<file path="config.mk">
export PLATFORM = sky130hd
export DESIGN_NAME = rx_timeout_det
export DESIGN_NICKNAME = d
export VERILOG_FILES = /design/src/rtl/rxto_pkg.sv /design/src/rtl/rxto_arm.sv /design/src/rtl/rxto_counter.sv /design/src/rtl/rxto_flag.sv /design/src/rtl/rx_timeout_det.sv
export SDC_FILE = /design/constraint.sdc
export NUM_CORES = 1
export LEC_CHECK = 0
export BUFFER_PORTS_ARGS = -buffer_cell sky130_fd_sc_hd__buf_2
export CAP_MARGIN = 20
export CORE_UTILIZATION = 48
export DETAILED_ROUTE_END_ITERATION = 6
export PLACE_DENSITY = 0.68
export SLEW_MARGIN = 5
export SYNTH_ARGS = -nofsm -noshare
export SYNTH_HDL_FRONTEND = slang
export SYNTH_SLANG_ARGS = --single-unit
</file>
<file path="constraint.sdc">
create_clock -name clk -period 2.1 [get_ports clk]
set_input_delay 0.21 -clock clk [delete_from_list [all_inputs] [get_ports clk]]
set_output_delay 0.21 -clock clk [all_outputs]
set_load 0.05 [all_outputs]
</file>
<file path="src/rtl/rxto_pkg.sv">
package rxto_pkg;
  // Number of oversample ticks making up the whole time-out window.
  function automatic int unsigned rxto_tick_limit(input int unsigned bits,
                                                  input int unsigned periods,
                                                  input int unsigned ovs);
    int unsigned eff;
    eff = (bits == 0) ? 1 : bits;
    return periods * ovs * eff;
  endfunction

  // Counter width wide enough for the largest programmable window.
  function automatic int unsigned rxto_cnt_width(input int unsigned len_w,
                                                 input int unsigned periods,
                                                 input int unsigned ovs);
    return $clog2(periods * ovs * ((1 << len_w) - 1) + 1);
  endfunction
endpackage

</file>
<file path="src/rtl/rxto_arm.sv">
module rxto_arm #(
  parameter int unsigned CW = 10
) (
  input  logic          fifo_mode,
  input  logic          fifo_nonempty,
  input  logic          stop_mid,
  input  logic          host_read,
  input  logic          baud_tick,
  input  logic          flag_q,
  input  logic [CW-1:0] cnt,
  input  logic [CW-1:0] limit,
  output logic          armed,
  output logic          restart,
  output logic          cnt_clear,
  output logic          cnt_adv,
  output logic          flag_set,
  output logic          flag_clear
);
  always_comb begin
    armed      = fifo_mode & fifo_nonempty;
    restart    = stop_mid | host_read;
    cnt_clear  = ~armed | restart;
    cnt_adv    = armed & ~restart & baud_tick & ~flag_q;
    flag_set   = cnt_adv & (cnt == (limit - CW'(1)));
    flag_clear = ~armed | host_read;
  end
endmodule

</file>
<file path="src/rtl/rxto_counter.sv">
module rxto_counter #(
  parameter int unsigned CW = 10
) (
  input  logic          clk,
  input  logic          rst_n,
  input  logic          clear,
  input  logic          advance,
  output logic [CW-1:0] cnt
);
  always_ff @(posedge clk or negedge rst_n) begin
    if (!rst_n)       cnt <= '0;
    else if (clear)   cnt <= '0;
    else if (advance) cnt <= cnt + CW'(1);
  end

  // any restart leaves a zero count
  p_restart_zero_r5: assert property (@(posedge clk) disable iff (!rst_n)
    clear |=> (cnt == '0));
endmodule

</file>
<file path="src/rtl/rxto_flag.sv">
module rxto_flag (
  input  logic clk,
  input  logic rst_n,
  input  logic clear,
  input  logic set,
  output logic flag
);
  always_ff @(posedge clk or negedge rst_n) begin
    if (!rst_n)     flag <= 1'b0;
    else if (clear) flag <= 1'b0;
    else if (set)   flag <= 1'b1;
  end
endmodule

</file>
<file path="src/rtl/rx_timeout_det.sv">
module rx_timeout_det #(
  parameter int unsigned LEN_W   = 4,
  parameter int unsigned OVS     = 16,
  parameter int unsigned PERIODS = 4
) (
  input  logic             clk,
  input  logic             rst_n,
  input  logic             baud_tick,
  input  logic [LEN_W-1:0] char_bits,
  input  logic             fifo_mode,
  input  logic             fifo_nonempty,
  input  logic             stop_mid,
  input  logic             host_read,
  output logic             timeout
);
  import rxto_pkg::*;

  localparam int unsigned CW = rxto_cnt_width(LEN_W, PERIODS, OVS);

  logic [CW-1:0] limit;
  logic [CW-1:0] cnt;
  logic armed, restart, cnt_clear, cnt_adv, flag_set, flag_clear;

  always_comb limit = CW'(rxto_tick_limit(32'(char_bits), PERIODS, OVS));

  rxto_arm #(.CW(CW)) u_arm (
    .fifo_mode(fifo_mode), .fifo_nonempty(fifo_nonempty),
    .stop_mid(stop_mid), .host_read(host_read), .baud_tick(baud_tick),
    .flag_q(timeout), .cnt(cnt), .limit(limit),
    .armed(armed), .restart(restart), .cnt_clear(cnt_clear),
    .cnt_adv(cnt_adv), .flag_set(flag_set), .flag_clear(flag_clear)
  );

  rxto_counter #(.CW(CW)) u_cnt (
    .clk(clk), .rst_n(rst_n), .clear(cnt_clear), .advance(cnt_adv), .cnt(cnt)
  );

  rxto_flag u_flag (
    .clk(clk), .rst_n(rst_n), .clear(flag_clear), .set(flag_set), .flag(timeout)
  );

  // disarmed block holds a zero count and a low flag
  p_idle_clear_r3: assert property (@(posedge clk) disable iff (!rst_n)
    !(fifo_mode && fifo_nonempty) |=> (!timeout && cnt == '0));

  // a host read always drops the flag
  p_read_clears_r4: assert property (@(posedge clk) disable iff (!rst_n)
    host_read |=> !timeout);

  // flag rises only from the last count before the limit, on a tick
  p_rise_at_limit_r2: assert property (@(posedge clk) disable iff (!rst_n)
    $rose(timeout) |-> ($past(cnt) == $past(limit) - CW'(1) && $past(baud_tick)));

  // raised flag persists while armed and unread
  p_hold_r9: assert property (@(posedge clk) disable iff (!rst_n)
    (timeout && fifo_mode && fifo_nonempty && !host_read) |=> timeout);

  // count never passes the window
  p_no_overrun_r2: assert property (@(posedge clk) disable iff (!rst_n)
    $stable(char_bits) |-> (cnt <= limit));
endmodule

</file>
* Word level (Yosys, flattened, before mapping)
Cells that the tools add are included.
** Word-level totals
- Register bits :: 11
- Memories :: 0
- Memory bits (writable) :: 0
- Bits in read-only memories :: 0
- Bits in latches :: 0
** Operators by class
- Muxes and demuxes :: 5
- $mul :: 0
- Divide/modulo/power cells :: 0
- Bitwise logic cells :: 11
- Magnitude comparators :: 0
- Add/subtract/negate cells :: 2
- Shift operators :: 0
- Equality and inequality tests :: 1
- Reductions and logical operators :: 3
** Operators with widths (count)
- 10-bit 2-to-1 mux :: 2
- 10-bit by 1-bit adder with 10-bit output, second input constant :: 1
- 10-bit equality test :: 1
- 10-bit by 1-bit subtractor with 10-bit output, second input constant :: 1
- 1-bit bitwise AND :: 5
- 4-bit zero test :: 1
- 4-bit 2-to-1 mux :: 1
- 2-bit nonzero test :: 2
- 1-bit inverter :: 3
- 1-bit OR :: 3
- 1-bit 2-to-1 mux :: 2

* Longest topological paths before layout
- Word-level depth :: 8
- Mapped depth :: 5

* Cells and area by module
Synthesis repeated with hierarchy kept, for this count alone.
** Unflattened totals
- Cells, all modules :: 106
- Area total of the unflattened synthesis :: 925.9 sq um
** Modules (own cells, without submodules)
- rxto_counter :: cells an instance 47, seq. area each 250.2 sq um, instances 1, area each 495.5 sq um
- rxto_arm :: cells an instance 51, seq. area each 0.0 sq um, instances 1, area each 369.1 sq um
- rxto_flag :: cells an instance 2, seq. area each 25.0 sq um, instances 1, area each 35.0 sq um
- rx_timeout_det :: cells an instance 6, seq. area each 0.0 sq um, instances 1, area each 26.3 sq um

* Least setup slack after synthesis
No wires, ideal clock.
- Kind :: flip-flop to flip-flop
- Start :: register u_flag.flag
- End :: register u_cnt.cnt[9]
- Path buffers :: 0
- Data required time :: 2.022 ns
- Stages on the path, launching flop included :: 5
- Slack :: 0.544 ns
- Library setup time :: 0.078 ns
- Data arrival time :: 1.478 ns
- Clock period less this slack :: 1.556 ns
- Path through :: dfrtp_1 > and4b_1 > nand2_1 > or3_1 > a21oi_1
** On the way
- Cells in the longest elaborated chain, start to end :: 3
** RTL lines
- start: declaration :: RTL line rxto_flag.sv:6 : output logic flag
- start signal: assignment :: RTL line rxto_flag.sv:9 : if (!rst_n) flag <= 1'b0;
- start signal: assignment :: RTL line rxto_flag.sv:10 : else if (clear) flag <= 1'b0;
- start signal: assignment :: RTL line rxto_flag.sv:11 : else if (set) flag <= 1'b1;
- 1-bit inverter :: RTL line rxto_arm.sv:23 : cnt_adv = armed & ~restart & baud_tick & ~flag_q;
- 1-bit bitwise AND :: RTL line rxto_arm.sv:23
- 2-bit nonzero test (no line)
- end signal: assignment :: RTL line rxto_counter.sv:13 : else if (advance) cnt <= cnt + CW'(1);
- end: declaration :: RTL line rxto_counter.sv:8 : output logic [CW-1:0] cnt
No other way between the ends.
A chain may end at the register's enable or synchronous reset.

* Final worst setup path
- Start :: register u_cnt.cnt[7]
- End :: register u_flag.flag
** On the way
- Cells in the longest elaborated chain, start to end :: 3
** RTL lines
- 10-bit equality test :: RTL line rxto_arm.sv:24 : flag_set = cnt_adv & (cnt == (limit - CW'(1)));
- 1-bit bitwise AND :: RTL line rxto_arm.sv:24
- 2-bit nonzero test (no line)
No other way between the ends.

==> impl_metrics.env <==
export IMPL_outcome="complete, no violations"
export IMPL_fmax_ghz=0.704
export IMPL_die_h_microns=40.9
export IMPL_grt_max_degree=12
export IMPL_rsz0062_at_grt="false"
export IMPL_die_area_sq_um=1670
export IMPL_grt_pass1_vias=501
export IMPL_die_w_microns=40.9
export IMPL_num_fill_cells=141
export IMPL_setup_viol=0
export IMPL_r2r_end="u_flag.flag"
export IMPL_crit_path_start_kind="flop"
export IMPL_p_per_area_nw_per_um2=498
export IMPL_clkTransAtPathRegs_ps=70
export IMPL_rr_worst_depth=3
export IMPL_cp_arrival_ps=1590
export IMPL_drcViolationCount=0
export IMPL_drt_wl_total_microns=1320
export IMPL_synth_area_sq_um=724
export IMPL_crit_start="u_cnt.cnt[7]"
export IMPL_routedWlPerCell_microns=12.9
export IMPL_diodes=0
export IMPL_syn_inst=77
export IMPL_post_cts_buffers=0
export IMPL_drv_cap=0
export IMPL_syn_to_final_growth_pct=10.5
export IMPL_grt_total_usage_pct=20.8
export IMPL_p_leak_nw=0.359
export IMPL_dp_hpwl_microns=1020
export IMPL_crit_path_end="u_flag.flag"
export IMPL_grt_pass1_wl_microns=2150
export IMPL_viasPerCell=5.54
export IMPL_worstSetupPathType="reg -> reg"
export IMPL_ys_types=36
export IMPL_cts_resized=0
export IMPL_yosysWarningCount=0
export IMPL_antenna_found_initial=0
export IMPL_seq_area_frac_synth_pct=38.0
export IMPL_async_flop_share_pct=100
export IMPL_htreeDepth=1
export IMPL_crit_required_ps=2270
export IMPL_syn_nets=89
export IMPL_avgSynthCellArea_sq_um=9.41
export IMPL_cts_root_buf="clkbuf_4"
export IMPL_io_pins=12
export IMPL_final_cell_area_sq_um=801
export IMPL_period_needed_ps=1420
export IMPL_tritoncts="done"
export IMPL_drive_gt1_share_pct=20.5
export IMPL_final_cell_mix="buf_2 (11), dfrtp_1 (11), nor2_1 (10), xor2_1 (7), nand2_1 (6)"
export IMPL_drt_iter0_drc=8
export IMPL_fin_setup_tns_ps=0
export IMPL_vdd_ir_drop_max_mv=0.367
export IMPL_cts_sinks=11
export IMPL_tightestPinTransition_ps=292
export IMPL_clockBufferDepth=2
export IMPL_min_path_type="in -> reg"
export IMPL_clock_skew_ps=6.23
export IMPL_path_max_fanout=7
export IMPL_first_pass_iters=4
export IMPL_synth_flop_cell="dfrtp_1"
export IMPL_route_antenna_remaining_nets=0
export IMPL_relSlewSlack_pct=80.5
export IMPL_clock_latency_ps=270
export IMPL_num_vias=571
export IMPL_synth_edf_count=0
export IMPL_placed_cell_area_sq_um=764
export IMPL_cts_buffers=3
export IMPL_fin_nets=101
export IMPL_cp_end_kind="flop"
export IMPL_slew_violations=0
export IMPL_ys_seq_elements=11
export IMPL_std_cell_rows=13
export IMPL_reg2reg_from="u_cnt.cnt[7]"
export IMPL_port_buffers=11
export IMPL_fin_crit_sh_pct=67.6
export IMPL_hold_viol=0
export IMPL_r2r_setup_slack_ps=680
export IMPL_coreArea_sq_um=1350
export IMPL_initial_core_util_pct=53.7
export IMPL_grt_overflow=0
export IMPL_routabilityCongestion=0.744
synth_stat cells, drive strengths merged (2+ instances only):
cell type	count	area, sq um
dfrtp	11	275
nor2	10	37.5
xor2	7	61.3
nand2	6	22.5
nand4	4	25.0
buf	3	26.3
inv	3	11.3
o21ai	3	15.0
xnor2	3	26.3
and3	2	13.8
and4b	2	20.0
clkbuf	2	7.51
mux2i	2	20.0
or3	2	13.8
layout make-up:
cell class | count | area (sq um) | area share, %
clock buffer | 4 | 26.3 | 3.28
inverter | 3 | 11.3 | 1.41
multi-input combinational | 58 | 404 | 50.5
sequential | 11 | 275 | 34.4
tap | 15 | 18.8 | 2.34
timing repair buffer | 12 | 65.1 | 8.12
worst min path at each step:
| stage | start | to | cells past startpoint |
|---|---|---|---|
| 2_1_floorplan | rst_n | u_cnt.cnt[0] | 0 |
| 3_3_place_gp | rst_n | u_cnt.cnt[9] | 1 |
| 3_5_place_dp | rst_n | u_cnt.cnt[9] | 1 |
| 4_1_cts | host_read | u_flag.flag | 3 |
| 5_1_grt | host_read | u_flag.flag | 3 |
| 6_report | host_read | u_flag.flag | 3 |
per-layer routing:
| metal | vias up | track usage [%] | routed length [microns] | share of wire, % |
|---|---|---|---|---|
| met1 | 259 | 27.3 | 691 | 52 |
| met5 | - | 0 | 0 | 0 |
| met4 | 0 | 5.00 | 6 | 0.45 |
| met2 | 15 | 30.5 | 561 | 42 |
| met3 | 2 | 9.78 | 64 | 4.8 |
| li1 | 295 | - | - | - |
critical path: stages, from the launching register on:
cell	delay, ps
dfrtp_1	470
o31a_1	330
a2111o_1	350
o31ai_1	180
metrics by stage:
stage	std cells	hold slack [ps]	worst slack [ps]	power [mW]	utilization, %
floorplan	77	-85.6	544	0.243	-
global placement	98	92.1	545	0.260	56.6
detailed placement	98	90.1	531	0.261	56.6
CTS	103	219	679	0.406	59.3
global route	103	262	556	0.422	59.3
finish	103	223	680	0.399	59.3
power breakdown:
group	total [mW]	internal, mW	switching [mW]	leakage (nW)
logic	0.0457	0.0205	0.0252	0.191
clock network	0.140	0.0735	0.0669	0.0150
registers	0.213	0.212	0.000523	0.154
flip-flops by register name, summed over array words and instances (netlist names):
| name | cells |
|---|---|
| u_cnt.cnt | 10 |
| u_flag.flag | 1 |
kinds of logic after synthesis:
| logic type | synth area share [%] |
|---|---|
| AND/OR/NAND/NOR | 27.3 |
| XOR/XNOR | 12.1 |
| flip-flops | 38.0 |
| buffers and inverters | 6.22 |
| AO/OA/AOI/OAI | 11.9 |
| multiplexers | 2.76 |
| adder cells (fa/ha/maj) | 1.73 |
timing repair:
| action | CTS | global route |
|---|---|---|
| hold buffers | 1 | 0 |
| endpoints found under the hold margin | 11 | 0 |
| endpoints found under the setup margin | 0 | 0 |
Power figures use the tool's default switching activity.
